`src/rtl/mdec_pkg.sv`:
```
package mdec_pkg;
    typedef enum logic {
        MODE_HUNT = 1'b0,
        MODE_LOCK = 1'b1
    } mdec_mode_e;
endpackage

```
`src/rtl/mdec_edge.sv`:
```
module mdec_edge #(
    parameter int STAGES = 2
) (
    input  logic clk,
    input  logic rst_n,
    input  logic line_i,
    output logic edge_o,
    output logic level_o
);
    typedef struct packed {
        logic [STAGES-1:0] sync;
        logic              prev;
    } edge_st_t;

    edge_st_t s_d, s_q;

    always_comb begin
        s_d      = s_q;
        s_d.sync = {s_q.sync[STAGES-2:0], line_i};
        s_d.prev = s_q.sync[STAGES-1];
    end

    always_ff @(posedge clk) begin
        if (!rst_n) s_q <= '0;
        else        s_q <= s_d;
    end

    assign level_o = s_q.sync[STAGES-1];
    assign edge_o  = s_q.sync[STAGES-1] ^ s_q.prev;
endmodule

```
`src/rtl/mdec_bitrec.sv`:
```
module mdec_bitrec
    import mdec_pkg::*;
#(
    parameter int OSR       = 8,
    parameter int PRE_EDGES = 16
) (
    input  logic clk,
    input  logic rst_n,
    input  logic edge_i,
    input  logic level_i,
    output logic locked_o,
    output logic bit_stb_o,
    output logic bit_o
);
    localparam int WIN_LO = OSR - OSR / 4;
    localparam int WIN_HI = OSR + OSR / 4;
    localparam int TMO    = OSR + OSR / 2;
    localparam int GW     = $clog2(TMO + 2);
    localparam int CW     = $clog2(PRE_EDGES + 1);

    typedef struct packed {
        mdec_mode_e    mode;
        logic [GW-1:0] gap;
        logic [CW-1:0] cnt;
        logic          dir;
        logic          stb;
        logic          val;
    } rec_st_t;

    rec_st_t r_d, r_q;
    logic [GW-1:0] elapsed;

    always_comb begin
        r_d     = r_q;
        r_d.stb = 1'b0;
        elapsed = r_q.gap + 1'b1;
        if (r_q.gap < GW'(TMO)) r_d.gap = elapsed;
        if (r_q.mode == MODE_HUNT) begin
            if (edge_i) begin
                r_d.gap = '0;
                r_d.dir = level_i;
                if (r_q.cnt != '0 && elapsed >= GW'(WIN_LO) &&
                    elapsed <= GW'(WIN_HI) && level_i != r_q.dir) begin
                    if (r_q.cnt == CW'(PRE_EDGES - 1)) begin
                        r_d.mode = MODE_LOCK;
                        r_d.cnt  = '0;
                    end else begin
                        r_d.cnt = r_q.cnt + 1'b1;
                    end
                end else begin
                    r_d.cnt = CW'(1);
                end
            end else if (elapsed > GW'(WIN_HI)) begin
                r_d.cnt = '0;
            end
        end else begin
            if (edge_i && elapsed >= GW'(WIN_LO)) begin
                r_d.gap = '0;
                r_d.stb = 1'b1;
                r_d.val = level_i;
            end else if (elapsed >= GW'(TMO)) begin
                r_d.mode = MODE_HUNT;
                r_d.cnt  = '0;
            end
        end
    end

    always_ff @(posedge clk) begin
        if (!rst_n) begin
            r_q      <= '0;
            r_q.mode <= MODE_HUNT;
        end else begin
            r_q <= r_d;
        end
    end

    assign locked_o  = (r_q.mode == MODE_LOCK);
    assign bit_stb_o = r_q.stb;
    assign bit_o     = r_q.val;


    lock_on_edge_chk: assert property (@(posedge clk) disable iff (!rst_n)
        $rose(locked_o) |-> $past(edge_i));


    gap_bound_chk: assert property (@(posedge clk) disable iff (!rst_n)
        locked_o |-> (r_q.gap < GW'(TMO)));
endmodule

```
`src/rtl/mdec_nibble.sv`:
```
module mdec_nibble #(
    parameter int W       = 4,
    parameter int MIN_GAP = 24
) (
    input  logic         clk,
    input  logic         rst_n,
    input  logic         active_i,
    input  logic         bit_stb_i,
    input  logic         bit_i,
    output logic         nib_stb_o,
    output logic [W-1:0] nib_o
);
    localparam int IW = $clog2(W);
    localparam int SW = $clog2(MIN_GAP + 1);

    typedef struct packed {
        logic [W-1:0]  sh;
        logic [IW-1:0] idx;
        logic          stb;
        logic [W-1:0]  data;
    } nib_st_t;

    nib_st_t n_d, n_q;
    logic [W-1:0] merged;

    always_comb begin
        n_d         = n_q;
        n_d.stb     = 1'b0;
        merged      = n_q.sh;
        merged[n_q.idx] = bit_i;
        if (!active_i) begin
            n_d.idx = '0;
        end else if (bit_stb_i) begin
            n_d.sh = merged;
            if (n_q.idx == IW'(W - 1)) begin
                n_d.idx  = '0;
                n_d.stb  = 1'b1;
                n_d.data = merged;
            end else begin
                n_d.idx = n_q.idx + 1'b1;
            end
        end
    end

    always_ff @(posedge clk) begin
        if (!rst_n) n_q <= '0;
        else        n_q <= n_d;
    end

    assign nib_stb_o = n_q.stb;
    assign nib_o     = n_q.data;

    logic [SW-1:0] since_q;
    always_ff @(posedge clk) begin
        if (!rst_n)                         since_q <= SW'(MIN_GAP);
        else if (nib_stb_o)                 since_q <= '0;
        else if (since_q < SW'(MIN_GAP))    since_q <= since_q + 1'b1;
    end


    stb_spacing_chk: assert property (@(posedge clk) disable iff (!rst_n)
        nib_stb_o |-> (since_q >= SW'(MIN_GAP - 1)));


    no_partial_chk: assert property (@(posedge clk) disable iff (!rst_n)
        !active_i |=> !nib_stb_o);
endmodule

```
`src/rtl/mdec_rx.sv`:
```
module mdec_rx #(
    parameter int OSR         = 8,
    parameter int PRE_EDGES   = 16,
    parameter int SYNC_STAGES = 2,
    parameter int NIB_W       = 4
) (
    input  logic             clk,
    input  logic             rst_n,
    input  logic             rx_line,
    output logic             rx_dv,
    output logic             nib_stb,
    output logic [NIB_W-1:0] nib_data
);
    localparam int MIN_NIB_GAP = NIB_W * (OSR - OSR / 4);

    logic edge_w, level_w, bit_stb_w, bit_w, locked_w;

    mdec_edge #(.STAGES(SYNC_STAGES)) u_edge (
        .clk     (clk),
        .rst_n   (rst_n),
        .line_i  (rx_line),
        .edge_o  (edge_w),
        .level_o (level_w)
    );

    mdec_bitrec #(.OSR(OSR), .PRE_EDGES(PRE_EDGES)) u_rec (
        .clk       (clk),
        .rst_n     (rst_n),
        .edge_i    (edge_w),
        .level_i   (level_w),
        .locked_o  (locked_w),
        .bit_stb_o (bit_stb_w),
        .bit_o     (bit_w)
    );

    mdec_nibble #(.W(NIB_W), .MIN_GAP(MIN_NIB_GAP)) u_nib (
        .clk       (clk),
        .rst_n     (rst_n),
        .active_i  (locked_w),
        .bit_stb_i (bit_stb_w),
        .bit_i     (bit_w),
        .nib_stb_o (nib_stb),
        .nib_o     (nib_data)
    );

    assign rx_dv = locked_w;


    stb_needs_dv_chk: assert property (@(posedge clk) disable iff (!rst_n)
        nib_stb |-> rx_dv);
endmodule

```
`config.mk`:
```
export PLATFORM = sky130hd
export DESIGN_NAME = mdec_rx
export DESIGN_NICKNAME = d
export VERILOG_FILES = /design/src/rtl/mdec_pkg.sv /design/src/rtl/mdec_edge.sv /design/src/rtl/mdec_bitrec.sv /design/src/rtl/mdec_nibble.sv /design/src/rtl/mdec_rx.sv
export SDC_FILE = /design/constraint.sdc
export NUM_CORES = 1
export LEC_CHECK = 0
export ABC_AREA = 1
export ABC_CLOCK_PERIOD_IN_PS = 1700
export BUFFER_PORTS_ARGS = -buffer_cell sky130_fd_sc_hd__buf_2
export CELL_PAD_IN_SITES_DETAIL_PLACEMENT = 0
export CELL_PAD_IN_SITES_GLOBAL_PLACEMENT = 1
export CORE_AREA = 2 2 63 65
export CTS_BUF_LIST = sky130_fd_sc_hd__clkbuf_2 sky130_fd_sc_hd__clkbuf_4 sky130_fd_sc_hd__clkbuf_8
export DETAILED_ROUTE_END_ITERATION = 12
export DIE_AREA = 0 0 65 67
export GPL_TIMING_DRIVEN = 1
export PLACE_DENSITY = 0.71
export SETUP_SLACK_MARGIN = 0.3
export SLEW_MARGIN = 20
export SYNTH_ARGS = -nofsm -noshare
export SYNTH_HDL_FRONTEND = slang
export SYNTH_HIERARCHICAL = 1
export SYNTH_SLANG_ARGS = --single-unit
```
`constraint.sdc`:
```
create_clock -name clk -period 1.7 [get_ports clk]
set_input_delay 0.17 -clock clk [delete_from_list [all_inputs] [get_ports clk]]
set_output_delay 0.17 -clock clk [all_outputs]
set_load 0.005 [all_outputs]
```
After elaboration in Yosys (flattened, before gate mapping)
Cells that the tools add are included.
{"block": "totals", "reg_bits": 27, "out_inout_bits": 6, "word_cells": 63, "in_bits": 3}
{"block": "classes", "order_cmp": 7, "addsub": 3, "n_eq_ne": 5, "n_bitwise": 2, "mux": 20, "n_reduce_logical": 14}
{"op": "5-bit two-way mux", "count": 8}
{"op": "10-bit two-way mux", "count": 1}
{"op": "3-bit AND reduction", "count": 3}
{"op": "4-bit two-way mux", "count": 2}
{"op": "2-bit AND reduction", "count": 4}
{"op": "5-bit by 1-bit adder with 5-bit output (second input constant)", "count": 1}
{"op": "5-bit by 4-bit == test with 1-bit output (second input constant)", "count": 1}
{"op": "1-bit logical AND", "count": 5}
{"op": "1-bit two-way mux", "count": 5}
{"op": "5-bit nonzero test", "count": 1}
{"op": "4-bit by 1-bit adder with 4-bit output (second input constant)", "count": 1}
{"op": "4-bit bitwise mux", "count": 1}
{"op": "4-bit by 3-bit greater-or-equal comparator with 1-bit output (second input constant)", "count": 1}
{"op": "4-bit greater-or-equal comparator (second input constant)", "count": 1}
{"op": "4-bit > comparator (second input constant)", "count": 1}
{"op": "4-bit less-or-equal comparator (second input constant)", "count": 1}
{"op": "4-bit < comparator (second input constant)", "count": 1}
{"op": "2-bit two-way mux", "count": 2}
{"op": "2-bit inequality test (second input constant)", "count": 2}
{"op": "2-bit by 3-bit < comparator with 1-bit output (second input constant)", "count": 1}
{"op": "3-bit nonzero test", "count": 1}
{"op": "2-bit by 1-bit adder with 2-bit output (second input constant)", "count": 1}
{"op": "1-bit demux with 2-bit select", "count": 1}
{"op": "2-bit == test (second input constant)", "count": 1}
{"op": "other kinds (4)", "count": 4}

Logic depth before layout (Yosys ltp)
{"block": "logic_depth", "ltp_word": 8, "mapped_depth": 11, "depth_no_buf": 11}

Hierarchy
Netlist, hierarchy kept.
{"mod": "mdec_bitrec", "seq_area_each_um2": 260.2, "area_each_um2": 777.0, "cells_each": 110, "instances": 1}
{"mod": "mdec_nibble", "seq_area_each_um2": 200.2, "area_each_um2": 545.5, "cells_each": 78, "instances": 1}
{"mod": "mdec_edge", "seq_area_each_um2": 60.1, "area_each_um2": 101.3, "cells_each": 14, "instances": 1}

Worst setup path before layout
No wires, ideal clock.
{"block": "synth_path", "path_kind": "register -> register", "start": "register u_rec/r_q[9] (netlist name)", "end": "register u_rec/r_q[6] (netlist name)", "setup_ns": 0.112, "synth_period_minus_slack_ns": 1.557, "t_required_ns": 1.588, "t_arrival_ns": 1.445, "slack_ns": 0.143, "stages_incl_launch_ff": 10, "path_buffers": 0, "path_cell_list": "dfxtp_1 -> inv_1 -> ha_1 -> or2_2 -> nand2_2 -> nand2_4 -> nand2_2 -> nand2_2 -> nor2_1 -> nor2_1"}
{"block": "synth_via", "elab_chain_len": 8, "word_cells_on_any_way": 16, "classes_between": "add/sub: 1; order compare: 4; eq/ne: 2; mux: 3; reduce/logical: 6"}
{"element": "from (decl)", "line_no": "mdec_bitrec.sv:30", "source": "rec_st_t r_d, r_q;"}
{"element": "from (signal assigned)", "line_no": "mdec_bitrec.sv:73", "source": "r_q <= r_d;"}
{"element": "4-bit by 1-bit adder with 4-bit output *", "line_no": "mdec_bitrec.sv:36", "source": "elapsed = r_q.gap + 1'b1;"}
{"element": "4-bit by 3-bit greater-or-equal comparator with 1-bit output", "line_no": "mdec_bitrec.sv:42, mdec_bitrec.sv:57"}
{"element": "1-bit logical AND (2 in a row)", "line_no": "mdec_bitrec.sv:42", "source": "if (r_q.cnt != '0 && elapsed >= GW'(WIN_LO) &&"}
{"element": "1-bit logical AND", "line_no": "mdec_bitrec.sv:43", "source": "elapsed <= GW'(WIN_HI) && level_i != r_q.dir) begin"}
{"element": "5-bit two-way mux", "line_no": "mdec_bitrec.sv:42"}
{"element": "5-bit two-way mux", "line_no": "mdec_bitrec.sv:39", "source": "if (edge_i) begin"}
{"element": "10-bit two-way mux", "line_no": "mdec_bitrec.sv:38", "source": "if (r_q.mode == MODE_HUNT) begin"}
Mark *: on every way between the ends. The rest lies on a longest branch, timed or not.
A chain may end at the register's enable or synchronous reset.

Worst setup path in the final report
Ends and elaborated chain as after synthesis.

==> flow_summary_export.csv <==
group,metric,value,unit
grt,grt_start_max_net_pins,18,
floorplanning,dieArea,0.004355,mm²
hold_path,hold_class,"in -> reg",
cells_and_area,diodes,0,
placement,dpl.hpwl,2.078,mm
grt,grt_use_total,13.91,%
setup_path,critPathKind,"reg -> reg",
pwr,peakVddDrop,0.0004260,V
timing,slew_headroom,72.43,%
grt,antenna_found_initial,0,
yosys,ys_seq_area_share,36.56,%
floorplanning,fp.dieW,65,µm
setup_path,start_kind,"flip-flop",
route,dr.pass1.iters,4,
pwr,powerDensity,752.0,mW/mm²
route,drtIter0Drc,53,
setup_path,crit_arrival,1.62,ns
floorplanning,io-pin-count,9,
placement,gp_congestion,0.7693,
clock_network,numCtsBuffers,3,
cells_and_area,multi_input_area,805.8,µm²
cells_and_area,syn_to_final_growth,19.16,%
clock_network,clk_pin_slew,0.09,ns
setup_path,cp_num_buf_inv,1,
yosys,yosys_warnings,6,
yosys,syn_area,0.001424,mm²
placement,port_buffers,8,
cells_and_area,regArea,535.5,µm²
cells_and_area,final_cell_mix,"58 x nand2_1, 32 x inv_1, 20 x dfxtp_1",
setup_path,crit_slowest_cell,"dfxtp_4",
route,drt-wirelength-per-cell,10.42,µm
clock_network,cts_sinks,26,
floorplanning,initial_core_util,39.49,%
yosys,synth_fp_nets,213,
timing,tns,0,ns
floorplanning,coreArea,0.003606,mm²
timing,whs,0.09174,ns
cells_and_area,drive_above_1_share,26.39,%
timing,fmax,711.2,MHz
grt,grt-ovfl-total,0,
timing,rsz0062_at_grt,"true",
placement,dpl_cell_area,0.001509,mm²
cells_and_area,fin_nets,228,
pwr,total_power,0.001276,W
hold_path,holdPathStages,3,
clock_network,ctsHoldBuffers,0,
setup_path,worstPathRequired,1.91,ns
floorplanning,die_y,67,µm
route,drc,0,
clock_network,cts_tree,"done",
timing,finalCriticalPeriod,1.406,ns
setup_path,path_depth,10,
timing,finClkSkew,0.004521,ns
run,maxCapViolCount,0,
route,drt-vias-per-instance,4.527,
timing,fin_crit_sh,82.72,%
yosys,synth_area_per_cell,7.049,µm²
cells_and_area,final_area,0.001697,mm²
setup_path,cp_common_cell,"nand2_4",
setup_path,path_cells,"inv_2 > ha_4 > or2_4 > nand2_4 > nand2_4 > nand2_4 > nand3_1 > nand2_1 > nand2_1 > nor2_1",
yosys,synth-seq-cells,26,
timing,finalHoldViolCount,0,
timing,tightest_slew,0.4130,ns
setup_path,timing.critical_path.to_type,"flip-flop",
status,status,"finished, final reports clean",
yosys,yosysUniqueCellTypes,25,
setup_path,cp_top_family,"simple AND/OR/NAND/NOR gates",
route,vias,1195,
clock_network,ctsLongestPathBuffers,2,
grt,grt_pass1_vias,1103,
clock_network,clkLatencyLatePin,0.27,ns
clock_network,root_buffer,"clkbuf_8",
grt,grt_pass1_wl,4.712,mm
floorplanning,num_rows,22,
timing,final-setup-viol-count,0,
cells_and_area,final_common_cell,"nand2_1",
route,final_antenna_net_count,0,
timing,slew_violations,0,
cells_and_area,fill_cells,378,
setup_path,reg2reg_depth,10,
clock_network,htreeDepth,1,
yosys,syn_inst,202,
setup_path,critPathMaxFanout,7,
setup_path,slowest_delay,0.37,ns
pwr,power_leakage,0.8057,nW
route,wl,2.750,mm
-- per-stage QoR --
stage / cells / util [%] / worst slack (ns)
after CTS: 260 / 44.62 / 0.2831
after global placement: 253 / 41.85 / 0.2411
final: 264 / 47.05 / 0.2938
after global routing: 264 / 47.05 / 0.2229
after detailed placement: 253 / 41.85 / 0.2082
after floorplan: 202 / - / 0.3090
-- synth_stat cells (all sizes together) --
master  number  area [µm²]
xnor2        1       8.760
a211oi       1       12.51
and2         1       8.760
nand2       71       299.0
ha           8       100.1
or2          1       6.260
nand4        7       43.79
nand3       11       77.58
nand3b       1       7.510
nor2        14       65.06
dfxtp       26       520.5
inv         35       131.4
a21oi       13       65.06
buf          5       35.03
nor3         1       5.000
o21ai        5       28.78
xor2         1       8.760
-- sequential cells by signal, indices dropped and copies added (netlist names) --
name	cells
u_rec/bit_stb_o	1
u_edge/level_o	1
u_nib/n_q	5
u_edge/s_d	1
u_rec/bit_o	1
u_nib/nib_o	4
u_edge/s_q	1
u_rec/r_q	10
u_rec/locked_o	1
u_nib/nib_stb_o	1
-- timing repair --
item | CTS | global route
buffers inserted | 3 | 4
resized for setup | 3 | 18
pin swaps | 6 | 4
setup endpoints to repair | 6 | 12
-- logic make-up (layout without fill, tap and decap cells) --
logic type | count (synthesis) | count (layout) | share of synthesized area, %
and+or+nand+nor | 107 | 107 | 36.03
buffers and inverters | 40 | 54 | 11.69
DFF | 26 | 26 | 36.56
AOI/OAI and AO/OA | 19 | 19 | 7.469
adders and majority gates | 8 | 8 | 7.030
xor gates and xnor gates | 2 | 2 | 1.230
-- layer usage --
metal	global-route usage [%]	wire length (µm)	vias up
li1	-	-	648
met1	16.32	1297	532
met2	25.26	1361	15
met3	3.547	91	0
met4	3.191	0	0
met5	0	0	-
-- worst paths after layout --
path	start	endpoint	slack [ns]
setup reg to reg	u_rec/r_q[9]	u_rec/r_q[6]	0.29
hold / removal	rx_line	u_edge/s_d[2]	0.09
setup / recovery	u_rec/r_q[9]	u_rec/r_q[6]	0.29
hold reg to reg	u_edge/s_d[2]	u_edge/level_o	0.41
-- tightest hold or removal path, cell delays in order --
cell and delay, ns:
buf_2 0.07, nand2_1 0.04, inv_1 0.05
-- area by class of cell --
cell class	instances	area share, %
multi-input combinational	136	47.49
sequential	26	31.56
inverter	35	7.743
timing repair buffer	15	5.457
tap	48	3.540
clock buffer	3	2.434
clock inverter	1	1.770
-- report_power, final --
part           switching, W  internal, W  total (W)
Clock              0.000187     0.000315   0.000502
Sequential        0.0000133     0.000621   0.000634
Combinational     0.0000752    0.0000644   0.000140
Total              0.000276      0.00100    0.00128
Note: power is estimated with default switching activity, not from simulation.
